===== config.mk =====
export PLATFORM = sky130hd
export DESIGN_NAME = planar_pixel_serializer
export DESIGN_NICKNAME = d
export VERILOG_FILES = /design/src/rtl/pps_pkg.sv /design/src/rtl/pps_plane_shifter.sv /design/src/rtl/pps_pixel_mux.sv /design/src/rtl/pps_wide_pair.sv /design/src/rtl/planar_pixel_serializer.sv
export SDC_FILE = /design/constraint.sdc
export NUM_CORES = 1
export LEC_CHECK = 0
export BUFFER_PORTS_ARGS = -buffer_cell sky130_fd_sc_hd__buf_2
export CAP_MARGIN = 5
export CORE_AREA = 5 5 84 86
export CTS_BUF_LIST = sky130_fd_sc_hd__clkbuf_8
export DETAILED_ROUTE_END_ITERATION = 8
export DIE_AREA = 0 0 89 91
export GPL_TIMING_DRIVEN = 0
export SLEW_MARGIN = 20
export SYNTH_ARGS = -nofsm -noshare
export SYNTH_HDL_FRONTEND = slang
export SYNTH_SLANG_ARGS = --single-unit

===== constraint.sdc =====
create_clock -name clk -period 1.4 [get_ports clk]
set_clock_uncertainty 0.15 [all_clocks]
set_input_delay 0.07 -clock clk [delete_from_list [all_inputs] [get_ports clk]]
set_output_delay 0.07 -clock clk [all_outputs]
set_load 0.005 [all_outputs]

===== src/rtl/pps_pkg.sv =====
package pps_pkg;

   typedef enum logic [1:0] {
      LAY_PLANAR = 2'd0,
      LAY_PACKED = 2'd1,
      LAY_WIDE   = 2'd2
   } layout_e;

   // wide input overrides the packed input
   function automatic layout_e pick_layout(input logic wide, input logic pack);
      if (wide)
         return LAY_WIDE;
      else if (pack)
         return LAY_PACKED;
      else
         return LAY_PLANAR;
   endfunction

endpackage


===== src/rtl/pps_plane_shifter.sv =====
module pps_plane_shifter #(
   parameter int BYTE_W = 8
) (
   input  logic              clk,
   input  logic              rst_n,
   input  logic              ld,
   input  logic              adv,
   input  logic              two_step,
   input  logic              link_in,
   input  logic [BYTE_W-1:0] ld_val,
   output logic              top_bit,
   output logic              next_bit
);

   logic [BYTE_W-1:0] sr_q;

   always_ff @(posedge clk or negedge rst_n) begin
      if (!rst_n)
         sr_q <= '0;
      else if (ld)
         sr_q <= ld_val;
      else if (adv) begin
         if (two_step)
            sr_q <= {sr_q[BYTE_W-3:0], 2'b00};
         else
            sr_q <= {sr_q[BYTE_W-2:0], link_in};
      end
   end

   assign top_bit  = sr_q[BYTE_W-1];
   assign next_bit = sr_q[BYTE_W-2];

endmodule


===== src/rtl/pps_pixel_mux.sv =====
module pps_pixel_mux
   import pps_pkg::*;
#(
   parameter int PLANES = 4
) (
   input  layout_e           lay,
   input  logic [PLANES-1:0] tops,
   input  logic [PLANES-1:0] nexts,
   output logic [PLANES-1:0] pix
);

   localparam int PAIRS = PLANES / 2;

   logic [PLANES-1:0] packed_pix;

   generate
      for (genvar g = 0; g < PAIRS; g++) begin : g_pair
         // each pair of output bits comes from the even plane of the pair
         assign packed_pix[2*g+1] = tops[2*g];
         assign packed_pix[2*g]   = nexts[2*g];
      end
   endgenerate

   always_comb begin
      unique case (lay)
         LAY_PACKED: pix = packed_pix;
         default:    pix = tops;
      endcase
   end

endmodule


===== src/rtl/pps_wide_pair.sv =====
module pps_wide_pair #(
   parameter int NIB_W = 4
) (
   input  logic               clk,
   input  logic               rst_n,
   input  logic               ld,
   input  logic               adv,
   input  logic               en,
   input  logic [NIB_W-1:0]   nib,
   output logic [2*NIB_W-1:0] wide_pix
);

   logic               second_q;
   logic [NIB_W-1:0]   first_q;
   logic [2*NIB_W-1:0] pair_q;

   always_ff @(posedge clk or negedge rst_n) begin
      if (!rst_n) begin
         second_q <= 1'b0;
         first_q  <= '0;
         pair_q   <= '0;
      end else if (ld) begin
         second_q <= 1'b0;
         first_q  <= '0;
         pair_q   <= '0;
      end else if (adv && en) begin
         if (!second_q) begin
            first_q  <= nib;
            second_q <= 1'b1;
         end else begin
            pair_q   <= {first_q, nib};
            second_q <= 1'b0;
         end
      end
   end

   assign wide_pix = en ? pair_q : '0;

endmodule


===== src/rtl/planar_pixel_serializer.sv =====
module planar_pixel_serializer
   import pps_pkg::*;
#(
   parameter int PLANES = 4,
   parameter int BYTE_W = 8
) (
   input  logic                     clk,
   input  logic                     rst_n,
   input  logic                     load,
   input  logic                     pix_en,
   input  logic                     mode_wide,
   input  logic                     mode_pack,
   input  logic [PLANES*BYTE_W-1:0] plane_data,
   output logic [PLANES-1:0]        pix4,
   output logic [2*PLANES-1:0]      pix8
);

   generate
      if (PLANES != 4) begin : g_bad_planes
         $error("planar_pixel_serializer: PLANES must be 4");
      end
      if (BYTE_W < 4 || (BYTE_W % 2) != 0) begin : g_bad_width
         $error("planar_pixel_serializer: BYTE_W must be even and at least 4");
      end
   endgenerate

   layout_e           lay;
   logic              two_step;
   logic [PLANES-1:0] tops;
   logic [PLANES-1:0] nexts;
   logic [PLANES-1:0] links;

   assign lay      = pick_layout(mode_wide, mode_pack);
   assign two_step = (lay == LAY_PACKED);

   generate
      for (genvar p = 0; p < PLANES; p++) begin : g_plane
         if (p == PLANES - 1) begin : g_end
            assign links[p] = 1'b0;
         end else begin : g_mid
            assign links[p] = tops[p+1];
         end

         pps_plane_shifter #(.BYTE_W(BYTE_W)) u_shift (
            .clk      (clk),
            .rst_n    (rst_n),
            .ld       (load),
            .adv      (pix_en),
            .two_step (two_step),
            .link_in  (links[p]),
            .ld_val   (plane_data[p*BYTE_W +: BYTE_W]),
            .top_bit  (tops[p]),
            .next_bit (nexts[p])
         );
      end
   endgenerate

   pps_pixel_mux #(.PLANES(PLANES)) u_mux (
      .lay   (lay),
      .tops  (tops),
      .nexts (nexts),
      .pix   (pix4)
   );

   pps_wide_pair #(.NIB_W(PLANES)) u_wide (
      .clk      (clk),
      .rst_n    (rst_n),
      .ld       (load),
      .adv      (pix_en),
      .en       (lay == LAY_WIDE),
      .nib      (tops),
      .wide_pix (pix8)
   );

endmodule


# After elaboration in Yosys (flattened, before gate mapping)
# Index checks and enable logic that the tools add are counted.
op_classes:
  mul: 0
  reduce_logical: 6
  n_div: 0
  n_lt_le_gt_ge: 0
  bitwise_logic: 0
  n_mux: 25
  n_eq_ne: 3
  add_sub_neg: 0
  n_shift: 0
op_table:
  columns: ["op", "n"]
  rows:
  - ["8-bit 2-to-1 mux", 16]
  - ["4-bit 2-to-1 mux", 4]
  - ["2-bit nonzero test", 3]
  - ["1-bit 2-to-1 mux", 4]
  - ["2-bit AND reduction", 2]
  - ["2-bit by 1-bit == test with 1-bit output, second input constant", 1]
  - ["2-bit == test, second input constant", 1]
  - ["2-bit 2-to-1 mux", 1]
  - ["2-bit inequality test, second input constant", 1]
  - ["1-bit logical AND", 1]
totals:
  latch_bits: 0
  mem_count: 0
  mem_bits_ro: 0
  wordCells: 41
  mem_bits_rw: 0
  reg_bits: 45
  out_inout_bits: 12
  inputBits: 38

# Depth between registers and ports, before layout
# Gate-level depths: netlist (run 1).
logic_depth:
  word_depth: 6
  depth_mapped: 5
  ltp_nobuf: 3

# Cells and area by module
# Synthesis (run 1) repeated with hierarchy kept, for this count alone.
unflattened:
  cells_unflattened: 245
  area_unflattened_um2: 2771.4
by_module_without_submodules:
  columns: ["module", "area_each_um2", "n_inst", "cells_per_inst"]
  rows:
  - ["pps_plane_shifter", 505.5, 4, 45]
  - ["pps_wide_pair", 661.9, 1, 57]
  - ["pps_pixel_mux", 73.8, 1, 5]
  - ["planar_pixel_serializer", 13.8, 1, 3]

# Worst setup path after synthesis (run 1)
# No wires, ideal clock.
synth_timing:
  path_kind: "register to register"
  from: "register u_wide.second_q"
  to: "register u_wide.first_q[0]"
  stages_incl_launch_ff: 4
  required_time_ns: 1.118
  n_path_buf: 0
  slack_ns: 0.257
  period_less_slack_ns: 1.143
  arrival_time_ns: 0.861
  path_cell_list: "dfrtp_1 > nand3b_2 > mux2i_1 > nor2_1"
synth_between:
  elab_chain_cells: 2
synth_lines:
  columns: ["element", "line_no", "source"]
  rows:
  - ["start, declared", "pps_wide_pair.sv:13", "logic second_q;"]
  - ["start signal, assigned", "pps_wide_pair.sv:19", "second_q <= 1'b0;"]
  - ["start signal, assigned", "pps_wide_pair.sv:23", "second_q <= 1'b0;"]
  - ["start signal, assigned", "pps_wide_pair.sv:29", "second_q <= 1'b1;"]
  - ["2-bit inequality test (no line)", null, null]
  - ["2-bit AND reduction (no line)", null, null]
  - ["end signal, assigned", "pps_wide_pair.sv:28", "first_q <= nib;"]
  - ["end, declared", "pps_wide_pair.sv:14", "logic [NIB_W-1:0] first_q;"]
# No other way between the ends.
# A chain may end at the register's enable or synchronous reset.

# Worst setup path in the final report (run 1)
layout_timing:
  from: "register g_plane[0].u_shift.sr_q[7]"
  to: "output pix4[1]"
layout_between:
  elab_chain_cells: 1
layout_lines:
  columns: ["element", "line_no", "source"]
  rows:
  - ["start, declared", "pps_plane_shifter.sv:15", "logic [BYTE_W-1:0] sr_q;"]
  - ["start signal, assigned", "pps_plane_shifter.sv:21", "sr_q <= ld_val;"]
  - ["start signal, assigned", "pps_plane_shifter.sv:24", "sr_q <= {sr_q[BYTE_W-3:0], 2'b00};"]
  - ["start signal, assigned", "pps_plane_shifter.sv:26", "sr_q <= {sr_q[BYTE_W-2:0], link_in};"]
  - ["4-bit 2-to-1 mux", "pps_pixel_mux.sv:25", "unique case (lay)"]
  - ["end, declared", "planar_pixel_serializer.sv:14", "output logic [PLANES-1:0] pix4,"]
# No other way between the ends.

==> flow_summary.ini, run 1 <==
[sta]
fmax_mhz = 732
tightest_slew_ns = 0.588
report.final.slew_viol_count = 0
relSlewSlack_pct = 60.8
period_share_pct = 97.6
setup_viol = 0
hold_violations = 0
fin_crit_ns = 1.37
tns_ns = 0

[synth]
yosys.area_share.xor_xnor_pct = 0
synth_cells = 233
yosys_warnings = 0
synth_edf_count = 0
yosysUniqueCellTypes = 24
synth_commonest_cells = dfrtp_1, mux2i_1, o21ai_1
synth-adder-area-share_pct = 0
synth.most_common_cell = dfrtp_1
synth.mux.area_fraction_pct = 17.0
syn-num-nets = 271
synth_compound_area_share_pct = 14.0
synth-simple-area-share_pct = 16.4
avgSynthCellArea_sq_um = 10.2
synth_top_cell_area_share_pct = 47.3
yosysTopAreaCell = dfrtp_1
synth_top_family_by_area = multiplexers
yosysSeqAreaShare_pct = 47.3
synth_area_sq_um = 2380
ys_seq_elements = 45
synth.area.top_cells = dfrtp_1, mux2i_1, nor3b_1
async_reset_ff_share_pct = 100
ys.flop_type = dfrtp_1

[global_route]
grt_max_degree = 46
grt_pass1_wl_microns = 10100
overflow = 0
grt_usage_pct = 15.9
grt_pass1_vias = 2033
antenna_found_initial = 0

[routing]
ant_nets = 0
drt_iter0_drc = 115
drtPass1Iterations = 6
wl_microns = 6100
routedWlPerCell_microns = 15.2
vias_per_cell = 4.98
drc = 0
vias = 1995

[die]
initial_core_util_pct = 38.4
core_sq_um = 6200
fp-row-count = 29
io_pins = 50
fp.dieH_microns = 91
die_area_sq_um = 8100
dieWidth_microns = 89

[setup_path]
critPathArrivalTime_ns = 1.15
worstRegToRegCells = 3
r2r-end = u_wide.first_q[1]$_DFFE_PN0P_
regToRegSetupSlack_ns = 0.17
r2r-start = u_wide.second_q$_DFFE_PN0P_
end_kind = primary output
cp_max_fo = 5
required_ns = 1.18
crit_type = flip-flop to primary output
start_kind = flip-flop

[cts]
clock_sinks = 45
clk_pin_slew_worst_paths_ns = 0.08
tritoncts = yes
clock_latency_ns = 0.29
htreeDepth = 2
cts-root-buf = clkbuf_8
numCtsBuffers = 5
clock_path_buffers = 2

[pwr]
powerDensity_nw_per_um2 = 905
p_leak_uw = 0.00160
p_total_uw = 2880
irDropWorstVdd_v = 0.000529

[placed_design]
place_hpwl_microns = 4190
place_area_sq_um = 2720
gp_congestion = 0.765
port_buffers = 49

[cells_and_area]
stdcell_area_sq_um = 3190
layout-drive-gt1-share_pct = 25.0
n_antenna_cell = 0
syn2layout_area_growth_pct = 33.8
final_core_util_pct = 51.4
finalNetCount = 362

[min_path]
hp-class = input port to flip-flop
holdPathStages = 4
min_to = g_plane[1].u_shift.sr_q[1]$_DFFE_PN0P_
min_from = pix_en

[job]
cap_violations = 0

[run_status]
status = completed
[layer usage]
layer	GRT usage (%)	share of wire [%]	routed length, microns
met3	3.26	2.9	179
met5	0	0	0
met4	3.72	0.62	38
met2	25.5	49	2980
met1	22.0	48	2900
[worst max-delay path, cell delays in order (launching register included)]
cell and delay [ns]:
dfrtp_2 0.45, mux2_4 0.29, buf_6 0.12
[how the worst max path moves through the flow]
| stage | startpoint | endpoint |
|---|---|---|
| global route | g_plane[0].u_shift.sr_q[7]$_DFFE_PN0P_ | pix4[1] |
| global placement | load | u_wide.first_q[2]$_DFFE_PN0P_ |
| CTS | g_plane[2].u_shift.sr_q[7]$_DFFE_PN0P_ | pix4[2] |
| detailed placement | pix_en | u_wide.pair_q[6]$_DFFE_PN0P_ |
| finish | g_plane[0].u_shift.sr_q[7]$_DFFE_PN0P_ | pix4[1] |
| floorplan | u_wide.second_q$_DFFE_PN0P_ | u_wide.first_q[0]$_DFFE_PN0P_ |
[kinds of logic (layout without fill, tap and decap cells)]
logic type | count (synthesis) | count (layout)
muxes | 40 | 40
and+or+nand+nor | 65 | 65
buffers and inverters | 19 | 110
DFF | 45 | 45
AOI/OAI and AO/OA | 64 | 64
[what timing repair did]
action                                  in CTS  in global routing
hold buffers                                32                  1
buffers inserted                             0                  2
hold endpoints to repair                    77                 45
endpoints found under the setup margin       3                  4
gates resized for setup                      4                  5
[power breakdown]
part           leakage, uW  total [uW]  switching [uW]  internal, uW
logic             0.000981         589             270           319
clock network    0.0000485         802             417           385
registers         0.000568        1490            85.0          1410
[through the flow]
step | std cells | worst slack [ns] | hold slack [ns]
after global placement | 359 | 0.140 | 0.130
after global routing | 401 | -0.00203 | 0.141
final | 401 | 0.0332 | 0.0733
after detailed placement | 359 | 0.151 | 0.131
after floorplan | 233 | 0.257 | -0.376
after CTS | 398 | 0.00181 | -0.155
[cells in the final DEF (no fill, tap or decap), drive strengths merged]
cell type,n
dfrtp,45
nand2,10
clkbuf,13
a21oi,23
or2b,1
nand3b,1
dlygate4sd3,33
and2,8
nor3b,22
buf,63
a22oi,2
nand2b,2
nor2b,4
a31oi,7
inv,1
mux2i,36
o21ai,32
mux2,4
nor2,13
nand3,1
and2b,3
[layout make-up]
class | instances | area [sq um]
Multi-Input combinational cell | 169 | 1140
Clock buffer | 6 | 82.6
Sequential cell | 45 | 1130
Buffer | 19 | 126
Tap cell | 77 | 96.3
Clock inverter | 1 | 3.75
Timing Repair Buffer | 84 | 606
Fill cell | 600 | 3020
[state kept, by name, summed over array words and instances (netlist names)]
register and count:
u_wide.pair_q 8, g_plane.u_shift.sr_q 32, u_wide.first_q 4, u_wide.second_q 1
No activity file was read; power rests on OpenSTA's default activity.
==> run 2: changes to the inputs <==
Settings changed: CORE_AREA 5 5 84 86 to 5 5 90 92, DIE_AREA 0 0 89 91 to 0 0 95 97, HOLD_SLACK_MARGIN from default to 0.15, SYNTH_HIERARCHICAL from default to 1.
==> run 2 against run 1 <==
Routed wire length fell by 5.0%. Sequential share of layout area down 3.9 points. Synthesized cell count rose by 5.2%. Hold slack improved by 0.091 ns. Count of clock-buffer cells in the layout fell by 1. Via count rose by 3.3%. Largest cell class unchanged. Largest power group unchanged.
==> flow_summary.ini, run 2 <==
[routing]
vias = 2061
routedWlPerCell_microns = 13.4
drt_iter0_drc = 51
vias_per_cell = 4.77
ant_nets = 0
drc = 0
drtPass1Iterations = 4
wl_microns = 5800

[cells_and_area]
finalNetCount = 372
final_cell_count_no_fill = 432
final_core_util_pct = 50.0
n_antenna_cell = 0
final_cell_mix = buf_2, dfrtp_1, mux2i_1
largest_reg_flops = 32
top_regs = g_plane.u_shift/sr_q x32, u_wide/pair_q x8, u_wide/first_q x4
top_register = g_plane.u_shift/sr_q
syn2layout_area_growth_pct = 28.8
layout_commonest_cell = buf_2
layout-drive-gt1-share_pct = 32.1

[die]
initial_core_util_pct = 38.8
die_area_sq_um = 9220
core_sq_um = 7140
io_pins = 50
dieWidth_microns = 95
fp-row-count = 31
fp.dieH_microns = 97

[sta]
report.final.slew_viol_count = 0
tns_ns = 0
tightest_slew_ns = 0.587
fmax_mhz = 737
post-route-worst-setup-slack_ns = 0.0438
period_share_pct = 96.9
fin_crit_ns = 1.36
relSlewSlack_pct = 60.8
setup_viol = 0
rsz0062_at_grt = yes
hold_violations = 0

[placed_design]
gp_congestion = 0.720
port_buffers = 49
pre_cts_ws_ns = -0.214
place_inst = 393
place_hpwl_microns = 3940

[synth]
avgSynthCellArea_sq_um = 11.3
yosysUniqueCellTypes = 26
synth.mux.area_fraction_pct = 15.2
yosys_warnings = 6
yosysTopAreaCell = dfrtp_1
synth_top_cell_area_share_pct = 40.6
synth_top_family_by_area = simple AND/OR/NAND/NOR gates
synth_cells = 245
synth.most_common_cell = dfrtp_1
ys_seq_elements = 45
synth_edf_count = 0
synth.area.top_cells = dfrtp_1, mux2i_1, o211ai_2
async_reset_ff_share_pct = 100
yosysSeqAreaShare_pct = 40.6
yosys.area_share.xor_xnor_pct = 0
synth_compound_area_share_pct = 12.6
synth_commonest_cells = dfrtp_1, mux2i_1, nand2_1, or3b_1
synth-adder-area-share_pct = 0
syn-num-nets = 283
synth-simple-area-share_pct = 26.0
synth_area_sq_um = 2770
ys.flop_type = dfrtp_1

[setup_path]
required_ns = 1.18
regToRegSetupSlack_ns = 0.24
crit_start = g_plane[2].u_shift/sr_q[7]$_DFFE_PN0P_
start_kind = flip-flop
cp_max_fo = 5
end_kind = primary output
critPathArrivalTime_ns = 1.14
r2r-end = u_wide/first_q[1]$_DFFE_PN0P_
cp-endpoint = pix4[2]
r2r-start = u_wide/second_q$_DFFE_PN0P_
crit_type = flip-flop to primary output
worstRegToRegCells = 3

[pwr]
powerDensity_nw_per_um2 = 811
pwr-share-comb_pct = 22.5
p_leak_uw = 0.00165
swShare_pct = 27.3
irDropWorstVdd_v = 0.000329
power_frac_seq_pct = 51.6
p_int_uw = 2100
clkPwrFrac_pct = 25.9
p_total_uw = 2890
p_sw_uw = 790

[global_route]
grt_usage_pct = 14.1
grt_pass1_vias = 2212
antenna_found_initial = 0
overflow = 0
grt_pass1_wl_microns = 10600
grt_max_degree = 46

[cts]
clk_pin_slew_worst_paths_ns = 0.08
htreeDepth = 2
clock_latency_ns = 0.29
clock_path_buffers = 2
cts-root-buf = clkbuf_8
numCtsBuffers = 5
tritoncts = yes
clock_sinks = 45

[run_status]
status = completed

[job]
cap_violations = 0

[min_path]
hp-class = input port to asynchronous set/reset pin
run 2: cell type report:
class	instances	area (sq um)
buffer	16	136
clock buffer	5	68.8
clock inverter	1	5.00
fill	706	3570
inverter	4	15.0
multi-input combinational	180	1500
sequential	45	1130
tap	99	124
timing repair buffer	82	591
run 2: through the flow:
step | hold WS (ns) | cell area [sq um]
6_report | 0.165 | 3570
2_1_floorplan | -0.376 | 2770
3_3_place_gp | 0.132 | 3140
3_5_place_dp | 0.132 | 3140
4_1_cts | 0.178 | 3550
5_1_grt | 0.212 | 3570
run 2: cells by family after synthesis:
group	count (synthesis)
compound gates	34
buf+inv	20
flops	45
mux	40
other cells	1
simple gates	105
run 2: metal layers:
metal / part of all wire, % / global-route usage [%] / up-vias
met5: 0 / 0 / -
met2: 48 / 22.3 / 36
met3: 3.8 / 2.72 / 7
met1: 47 / 19.5 / 970
li1: - / - / 1048
met4: 1.3 / 3.66 / 0
run 2: what timing repair did:
action | in CTS | in global routing
setup endpoints to repair | 4 | 3
hold buffers | 33 | 0
resized for setup | 2 | 4
buffers inserted | 0 | 0
hold endpoints to repair | 77 | 0
run 2: power by group through the flow:
stage / logic, uW / registers, uW / clock network, uW
after floorplan: 405 / 1490 / 0
after global placement: 574 / 1520 / 0
after detailed placement: 579 / 1520 / 0
after CTS: 653 / 1490 / 785
after global routing: 726 / 1510 / 849
final: 652 / 1490 / 748
run 2: worst min path at each step:
stage	endpoint	slack (ns)	cells after the start
2_1_floorplan	g_plane[0].u_shift/sr_q[0]$_DFFE_PN0P_	-0.38	0
3_3_place_gp	g_plane[2].u_shift/sr_q[5]$_DFFE_PN0P_	0.13	3
3_5_place_dp	g_plane[2].u_shift/sr_q[5]$_DFFE_PN0P_	0.13	3
4_1_cts	g_plane[2].u_shift/sr_q[4]$_DFFE_PN0P_	0.18	3
5_1_grt	g_plane[1].u_shift/sr_q[4]$_DFFE_PN0P_	0.21	3
6_report	g_plane[1].u_shift/sr_q[2]$_DFFE_PN0P_	0.16	2
run 2: critical path, stage by stage, from the launching register on:
cell and delay (ns):
dfrtp_2 0.44, mux2_4 0.29, buf_6 0.12
